### src/rtl/pat_expand_pkg.sv
package pat_expand_pkg;
  localparam int WORD_W    = 16;
  localparam int ROWS      = 16;
  localparam int IDX_W     = $clog2(ROWS);
  localparam int ADDR_W    = IDX_W + 1;
  localparam int NIB_W     = 4;
  localparam int NIBS      = WORD_W / NIB_W;
  localparam int SEG_SIDE  = 4;
  localparam int SEG_IDX_W = $clog2(SEG_SIDE);
  localparam int SEG_SEL_W = IDX_W - SEG_IDX_W;

  localparam logic [ADDR_W-1:0] ADDR_COL0   = ADDR_W'(16);
  localparam logic [ADDR_W-1:0] ADDR_COL1   = ADDR_W'(17);
  localparam logic [ADDR_W-1:0] ADDR_MASK   = ADDR_W'(18);
  localparam logic [ADDR_W-1:0] ADDR_ORIGIN = ADDR_W'(19);
  localparam logic [ADDR_W-1:0] ADDR_SHAPE  = ADDR_W'(20);

  typedef struct packed {
    logic                 ramWe;
    logic [IDX_W-1:0]     ramRow;
    logic                 colZeroWe;
    logic                 colOneWe;
    logic                 maskWe;
    logic                 stepFire;
    logic                 colourMode;
    logic [IDX_W-1:0]     elemX;
    logic [IDX_W-1:0]     elemY;
    logic [SEG_SEL_W-1:0] segSel;
  } ctlStrobes_t;
endpackage

### src/rtl/pat_expand_ctrl.sv
module pat_expand_ctrl
  import pat_expand_pkg::*;
(
  input  logic              clk,
  input  logic              rstN,
  input  logic              regWe,
  input  logic [ADDR_W-1:0] regAddr,
  input  logic [WORD_W-1:0] regWdata,
  input  logic              stepValid,
  input  logic              stepStart,
  output ctlStrobes_t       strobes,
  output logic [IDX_W-1:0]  scanX,
  output logic [IDX_W-1:0]  scanY
);
  logic [IDX_W-1:0] startX, startY, spanX, spanY;
  logic             colourModeQ;
  logic [IDX_W-1:0] ptrX, ptrY;
  logic [IDX_W-1:0] elemX, elemY, endX, endY, nextX, nextY;

  // origin and shape registers
  always_ff @(posedge clk or negedge rstN) begin
    if (!rstN) begin
      startX      <= '0;
      startY      <= '0;
      spanX       <= '0;
      spanY       <= '0;
      colourModeQ <= 1'b0;
    end else if (regWe) begin
      case (regAddr)
        ADDR_ORIGIN: begin
          startX <= regWdata[7:4];
          startY <= regWdata[15:12];
        end
        ADDR_SHAPE: begin
          spanX       <= regWdata[3:0];
          spanY       <= regWdata[11:8];
          colourModeQ <= regWdata[15];
        end
        default: ;
      endcase
    end
  end

  // element selection and pointer advance
  always_comb begin
    elemX = stepStart ? startX : ptrX;
    elemY = stepStart ? startY : ptrY;
    endX  = startX + spanX;
    endY  = startY + spanY;
    if (elemX == endX) begin
      nextX = startX;
      nextY = (elemY == endY) ? startY : elemY + IDX_W'(1);
    end else begin
      nextX = elemX + IDX_W'(1);
      nextY = elemY;
    end
  end

  always_ff @(posedge clk or negedge rstN) begin
    if (!rstN) begin
      ptrX <= '0;
      ptrY <= '0;
    end else if (stepValid) begin
      ptrX <= nextX;
      ptrY <= nextY;
    end
  end

  always_comb begin
    strobes            = '0;
    strobes.ramWe      = regWe && !regAddr[ADDR_W-1];
    strobes.ramRow     = regAddr[IDX_W-1:0];
    strobes.colZeroWe  = regWe && (regAddr == ADDR_COL0);
    strobes.colOneWe   = regWe && (regAddr == ADDR_COL1);
    strobes.maskWe     = regWe && (regAddr == ADDR_MASK);
    strobes.stepFire   = stepValid;
    strobes.colourMode = colourModeQ;
    strobes.elemX      = elemX;
    strobes.elemY      = elemY;
    strobes.segSel     = startY[IDX_W-1 -: SEG_SEL_W];
  end

  assign scanX = ptrX;
  assign scanY = ptrY;
endmodule

### src/rtl/pat_expand_datapath.sv
module pat_expand_datapath
  import pat_expand_pkg::*;
(
  input  logic              clk,
  input  logic              rstN,
  input  ctlStrobes_t       strobes,
  input  logic [WORD_W-1:0] regWdata,
  input  logic [WORD_W-1:0] oldWord,
  output logic [WORD_W-1:0] newWord,
  output logic              newValid
);
  logic [WORD_W-1:0] patRows [ROWS];
  logic [WORD_W-1:0] colZeroQ, colOneQ, maskQ;
  logic              patBit;
  logic [WORD_W-1:0] segRow;
  logic [NIB_W-1:0]  segNib;
  logic [WORD_W-1:0] colourWord, expandWord, mergedWord;

  always_ff @(posedge clk or negedge rstN) begin
    if (!rstN) begin
      for (int r = 0; r < ROWS; r++) patRows[r] <= '0;
    end else if (strobes.ramWe) begin
      patRows[strobes.ramRow] <= regWdata;
    end
  end

  always_ff @(posedge clk or negedge rstN) begin
    if (!rstN) begin
      colZeroQ <= '0;
      colOneQ  <= '0;
      maskQ    <= '1;
    end else begin
      if (strobes.colZeroWe) colZeroQ <= regWdata;
      if (strobes.colOneWe)  colOneQ  <= regWdata;
      if (strobes.maskWe)    maskQ    <= regWdata;
    end
  end

  // binary element and colour-segment element
  always_comb begin
    patBit = patRows[strobes.elemY][strobes.elemX];
    segRow = patRows[{strobes.segSel, strobes.elemY[SEG_IDX_W-1:0]}];
    segNib = segRow[strobes.elemX[SEG_IDX_W-1:0] * NIB_W +: NIB_W];
  end

  for (genvar g = 0; g < NIBS; g++) begin : g_rep
    assign colourWord[g*NIB_W +: NIB_W] = segNib;
  end

  always_comb begin
    if (strobes.colourMode) expandWord = colourWord;
    else                    expandWord = patBit ? colOneQ : colZeroQ;
    mergedWord = (oldWord & ~maskQ) | (expandWord & maskQ);
  end

  always_ff @(posedge clk or negedge rstN) begin
    if (!rstN) begin
      newWord  <= '0;
      newValid <= 1'b0;
    end else begin
      newValid <= strobes.stepFire;
      if (strobes.stepFire) newWord <= mergedWord;
    end
  end
endmodule

### src/rtl/pat_expand_writer.sv
module pat_expand_writer
  import pat_expand_pkg::*;
(
  input  logic              clk,
  input  logic              rstN,
  input  logic              regWe,
  input  logic [ADDR_W-1:0] regAddr,
  input  logic [WORD_W-1:0] regWdata,
  input  logic              stepValid,
  input  logic              stepStart,
  input  logic [WORD_W-1:0] oldWord,
  output logic [WORD_W-1:0] newWord,
  output logic              newValid,
  output logic [IDX_W-1:0]  scanX,
  output logic [IDX_W-1:0]  scanY
);
  ctlStrobes_t strobes;

  pat_expand_ctrl ctrl_i (
    .clk(clk), .rstN(rstN), .regWe(regWe), .regAddr(regAddr),
    .regWdata(regWdata), .stepValid(stepValid), .stepStart(stepStart),
    .strobes(strobes), .scanX(scanX), .scanY(scanY)
  );

  pat_expand_datapath dp_i (
    .clk(clk), .rstN(rstN), .strobes(strobes), .regWdata(regWdata),
    .oldWord(oldWord), .newWord(newWord), .newValid(newValid)
  );
endmodule

### config.mk
export PLATFORM = sky130hd
export DESIGN_NAME = pat_expand_writer
export DESIGN_NICKNAME = d
export VERILOG_FILES = /design/src/rtl/pat_expand_pkg.sv /design/src/rtl/pat_expand_ctrl.sv /design/src/rtl/pat_expand_datapath.sv /design/src/rtl/pat_expand_writer.sv
export SDC_FILE = /design/constraint.sdc
export NUM_CORES = 1
export LEC_CHECK = 0
export BUFFER_PORTS_ARGS = -buffer_cell sky130_fd_sc_hd__buf_2
export CAP_MARGIN = 15
export CELL_PAD_IN_SITES_DETAIL_PLACEMENT = 0
export CELL_PAD_IN_SITES_GLOBAL_PLACEMENT = 1
export CORE_MARGIN = 2
export CORE_UTILIZATION = 40
export CTS_CLUSTER_DIAMETER = 200
export DETAILED_ROUTE_END_ITERATION = 8
export PLACE_DENSITY_LB_ADDON = 0.1
export SLEW_MARGIN = 20
export SYNTH_ARGS = -nofsm -noshare
export SYNTH_HDL_FRONTEND = slang
export SYNTH_SLANG_ARGS = --single-unit
### constraint.sdc
create_clock -name clk -period 4.7 [get_ports clk]
set_input_delay 0.94 -clock clk [delete_from_list [all_inputs] [get_ports clk]]
set_output_delay 0.94 -clock clk [all_outputs]
set_load 0.02 [all_outputs]
# Word-level counts from Yosys, hierarchy flattened
# Cells that the tools add are included.
[word_totals]
latchBits = 0
register_bits = 346
n_memories = 0
ramBits = 0
romBits = 0
out_inout_bits = 25
elab_cells = 78
[classes]
add_sub_neg = 4
div_mod_pow = 0
magnitude_cmp = 5
n_eq_ne = 7
n_mux = 18
n_mul = 0
n_shift = 1
bitwise = 7
n_reduce_logical = 8
[ops]
columns = ["cell", "n"]
rows = [
  ["$bwmux 256", 1],
  ["$bmux 16 s4", 2],
  ["$mux 16", 7],
  ["$demux 16 s4", 1],
  ["$and 16x16->16", 2],
  ["$eq 5x5->1 const B", 5],
  ["$mux 4", 5],
  ["$not 16->16", 1],
  ["$or 16x16->16", 1],
  ["$shiftx 16x5->4", 1],
  ["$ge 5x5->1 const B", 3],
  ["$not 4->5", 3],
  ["$add 4x1->4 const B", 2],
  ["$add 4x4->4", 2],
  ["$eq 4x4->1", 2],
  ["$logic_and 1x1->1", 5],
  ["$lt 4x5->1 const B", 1],
  ["$lt 5x1->1 const B", 1],
  ["$bmux 1 s4", 1],
  ["$reduce_and 2->1", 2],
  ["$logic_not 1->1", 1],
  ["$mux 1", 1],
]

# Longest topological paths before layout
[logic_depth]
ltp_word = 11
ltp_mapped = 14
depth_no_buf = 10

# By module
# A second synthesis with hierarchy kept.
[unflattened]
cells_unflattened = 1264
hier_area_um2 = 17829.6
[by_module_without_submodules]
columns = ["mod", "cells_per_inst", "seq_area_each_um2", "area_each_um2", "n_inst"]
rows = [
  ["pat_expand_datapath", 1079, 8052.7, 15959.1, 1],
  ["pat_expand_ctrl", 185, 625.6, 1870.5, 1],
]

# Worst setup path before layout
# Ideal clock, no wire load.
[synth_timing]
path_type = "input-to-reg"
from = "input port stepStart"
to = "register dp_i.newWord[10]"
n_path_buf = 3
arrival_ns = 3.461
setup_ns = 0.088
required_ns = 4.612
slack_ns = 1.150
stages = 12
cell_sequence = "buf_6 > mux2i_2 > buf_6 > buf_8 > mux2i_1 > mux2i_1 > a221oi_1 > a22o_1 > o41ai_2 > a22oi_2 > mux2_2 > a41oi_1"
[synth_between]
elab_chain_len = 11
[synth_rtl]
columns = ["item", "line", "source"]
rows = [
  ["start, declared", "pat_expand_writer.sv:10", "input logic stepStart,"],
  ["$mux 4", "pat_expand_ctrl.sv:47", "elemY = stepStart ? startY : ptrY;"],
  ["$not 4->5 (not written as such)", "pat_expand_datapath.sv:41", "patBit = patRows[strobes.elemY][strobes.elemX];"],
  ["$bmux 16 s4", "pat_expand_datapath.sv:41", ""],
  ["$mux 16 (not written as such) (2 in a row)", "pat_expand_datapath.sv:41", ""],
  ["$bmux 1 s4", "pat_expand_datapath.sv:41", ""],
  ["$mux 1 (not written as such)", "pat_expand_datapath.sv:41", ""],
  ["$mux 16", "pat_expand_datapath.sv:52", "else expandWord = patBit ? colOneQ : colZeroQ;"],
  ["$mux 16 (*)", "pat_expand_datapath.sv:51", "if (strobes.colourMode) expandWord = colourWord;"],
  ["$and 16x16->16 (*)", "pat_expand_datapath.sv:53", "mergedWord = (oldWord & ~maskQ) | (expandWord & maskQ);"],
  ["$or 16x16->16 (*)", "pat_expand_datapath.sv:53", ""],
  ["end signal, assigned", "pat_expand_datapath.sv:62", "if (strobes.stepFire) newWord <= mergedWord;"],
  ["end, declared", "pat_expand_datapath.sv:9", "output logic [WORD_W-1:0] newWord,"],
]
# Every way passes the cells marked *; elsewhere a longest branch is shown, timed or not. The select of a mux whose other input is x is not followed.
# A chain may end at the register's enable or synchronous reset.

# Worst setup path in the final report
[layout_timing]
from = "register ctrl_i.startY[1]"
to = "register dp_i.newWord[13]"
[layout_between]
elab_chain_len = 11
[layout_rtl]
columns = ["item", "line", "source"]
rows = [
  ["start, declared", "pat_expand_ctrl.sv:15", "logic [IDX_W-1:0] startX, startY, spanX, spanY;"],
  ["start signal, assigned", "pat_expand_ctrl.sv:32", "startY <= regWdata[15:12];"],
  ["$mux 4 (*)", "pat_expand_ctrl.sv:47", ""],
  ["$not 4->5 (not written as such)", "pat_expand_datapath.sv:41", ""],
  ["$bmux 16 s4", "pat_expand_datapath.sv:41", ""],
  ["$mux 16 (not written as such) (2 in a row)", "pat_expand_datapath.sv:41", ""],
  ["$bmux 1 s4", "pat_expand_datapath.sv:41", ""],
  ["$mux 1 (not written as such)", "pat_expand_datapath.sv:41", ""],
  ["$mux 16", "pat_expand_datapath.sv:52", ""],
  ["$mux 16 (*)", "pat_expand_datapath.sv:51", ""],
  ["$and 16x16->16 (*)", "pat_expand_datapath.sv:53", ""],
  ["$or 16x16->16 (*)", "pat_expand_datapath.sv:53", ""],
]
# Marked as above.

==> impl_results.md <==
* CP delay by family, top: compound AO/OA/AOI/OAI gates
* Postcts setup bufs at 0
* CTS tree: yes
* Worst-Skew Late Latency at 0.57 ns
* CORE AREA at 47500 sq um
* Slew Viols, Final at 0
* Top Metal Used: met4
* FF+latch count, synth at 346
* Drt first pass iters at 5
* Worst slew pin tran at 1.09 ns
* EDFF count, synth at 0
* Critical path data arrival time at 4.46 ns
* Crit start category: register
* Via count at 14500
* Htree depth at 2
* Remaining Overflow, GRT at 0
* Setup violators final at 0
* Sw frac at 37.0%
* Post-synth top cells: dfrtp_1, mux2_2, nand2_1
* Final hold viol count at 0
* Starting Density at 40.3%
* Initial drt markers at 1172
* DRT Wirelength at 64.6 mm
* Post-synthesis sequential area ratio at 45.3%
* Ant diodes at 0
* Drt via density at 5.92
* Yosys cell types at 86
* DIE WIDTH at 223 um
* Setup CP Type: reg2reg
* Clock root cell: clkbuf_16
* Worst path max stage delay at 0.85 ns
* Cts hold-fix bufs at 0
* RSZ-0062 raised after global routing: false
* CP max-delay cell: dfrtp_1
* Vias in the first global route at 14574
* Port bufs at 66
* Type of the tightest min-delay check: in2async
* Cells after Synth at 1780
* Share of layout cells above drive strength 1 at 33.3%
* Status: completed
* Synth warn at 0
* Max VDD drop at 0.222 mV
* Lkg Pwr at 9.31 nW
* CTS buffer count at 42
* First-pass GRT wire length at 97.4 mm
* Drt drc at 0
* CTS-repair resized insts at 0
* Most frequent cell after synthesis: dfrtp_1
* Comb power frac at 36.5%
* WL/cell at 26.4 um
* DIE AREA at 49700 sq um
* Fmax achieved at 0.248 GHz
* Top Ports at 67
* Die height at 223 um
* Min cycle time layout at 4.03 ns
* Tot GR Track Use at 26.3%
* Final Cycle Share at 85.8%
* Max-cap violations at 0
* Clock Skews at 0.00905 ns
* Layout fillers at 4449
* Switching power at 0.00444 W
* Critical Path End Type: register
* Place WS at 0.308 ns
* Crit path required time at 5.13 ns
* Setup tns final at 0 ns
* Worst Slack Setup Final at 0.667 ns
* Clock share of power at 28.9%
* Predominant post-synthesis flop cell: dfrtp_1
* Area leader, netlist: dfrtp_1
* Share of the synthesized area in the top cell type at 43.1%
* CTS Sinks at 346
* Internal at 0.00757 W
* Met3 Wirelength at 3.87 mm
* RePlAce Congestion at 0.879
* Met2 wire len at 30.0 mm
* Critical Path Fanout Max at 32
* Initial antenna violation count at 2
* Antenna Nets Post-Route at 0
* Top post-synthesis cells by area: dfrtp_1, mux2_2, nand2_1
* Largest net degree at the start of global routing at 113
* Headroom to the max-slew limit at 27.0%
* CP bufs+invs at 3
* Seq pwr share at 34.6%
* Area grow syn2layout at 13.1%
* CP Cell Sequence: mux2i_4 -> buf_12 -> inv_2 -> buf_4 -> nand2_1 -> a31oi_1 -> o22ai_1 -> o31ai_1 -> a221o_1 -> a21boi_4 -> o211ai_1
* Max Root-Sink Buffers at 3
* Clk slew on worst S/H paths at 0.06 ns
* Mapped Area at 19200 sq um
* Pwr dens at 554 nW/um^2
* # rows at 80
* Met1 WL at 28.9 mm
* Synth Area per Inst at 10.8 sq um
* Syn nets at 1832
* Final #Nets at 1852
* Async S/R FF share, synth at 100%
* DP HPWL at 42.0 mm
-- state kept, by name (all words and copies together) (netlist names) --
| signal | flops |
|---|---|
| dp_i.newValid | 1 |
| dp_i.newWord | 16 |
| dp_i.maskQ | 16 |
| ctrl_i.scanY | 4 |
| ctrl_i.startX | 4 |
| ctrl_i.startY | 4 |
| ctrl_i.colourModeQ | 1 |
| ctrl_i.spanY | 4 |
| dp_i.colOneQ | 16 |
| ctrl_i.scanX | 4 |
| dp_i.patRows | 256 |
| ctrl_i.spanX | 4 |
| dp_i.colZeroQ | 16 |
-- power by group through the flow --
stage	clock network [W]	registers [W]	logic, W
after global routing	0.00368	0.00424	0.00472
final	0.00347	0.00415	0.00438
after detailed placement	0	0.00419	0.00434
after floorplan	0	0.00403	0.00300
after global placement	0	0.00418	0.00430
after CTS	0.00355	0.00414	0.00436
-- through the flow --
step	power (W)	area [sq um]	utilization [%]	cells	hold slack, ns
finish	0.0120	21700	45.6	2449	0.417
global route	0.0126	21700	45.6	2449	0.507
CTS	0.0121	21700	45.6	2449	0.498
detailed placement	0.00853	20200	42.4	2371	0.485
global placement	0.00848	20200	42.4	2369	0.479
floorplan	0.00703	19200	-	1780	0.470
-- kinds of logic after synthesis --
kind of cell,share of synthesized area (%)
AOI/OAI and AO/OA,13.1
xor gates and xnor gates,0.685
adders and majority gates,0.731
buffers and inverters,4.59
DFF,45.3
muxes,25.1
and+or+nand+nor,10.6
-- layer usage --
layer / track usage [%] / vias up
met4: 7.97 / 0
met2: 42.4 / 413
met5: 0 / -
li1: - / 6515
met3: 5.66 / 109
met1: 35.5 / 7463
-- worst paths after layout --
path                              startpoint           endpoint  slack, ns  cells after the start
min                                     rstN   dp_i.colZeroQ[4]       0.42                      1
max                         ctrl_i.startY[1]   dp_i.newWord[13]       0.67                     11
max in group asynchronous               rstN  dp_i.patRows[215]       3.16                      2
max reg2reg                 ctrl_i.startY[1]   dp_i.newWord[13]       0.67                     11
min in group clk           dp_i.patRows[240]  dp_i.patRows[240]       0.50                      1
min reg2reg                dp_i.patRows[240]  dp_i.patRows[240]       0.50                      1
-- placed cells by master, fill, tap and decap left out, types with 45 or more instances in the layout --
cell type / n
o21ai_0: 83
clkbuf_16: 45
mux2i_1: 47
buf_4: 53
buf_2: 64
mux2_2: 329
dfrtp_1: 328
nor2_1: 136
a21oi_1: 62
nand2_1: 162
-- layout make-up --
type / instances / area, sq um / share of cell area, %
clock inverter: 17 / 194 / 0.895
inverter: 31 / 116 / 0.537
tap: 615 / 769 / 3.55
sequential: 346 / 8680 / 40.0
timing repair buffer: 129 / 936 / 4.32
clock buffer: 61 / 1310 / 6.02
multi-input combinational: 1250 / 9680 / 44.6
(Power assumes the default switching activity.)
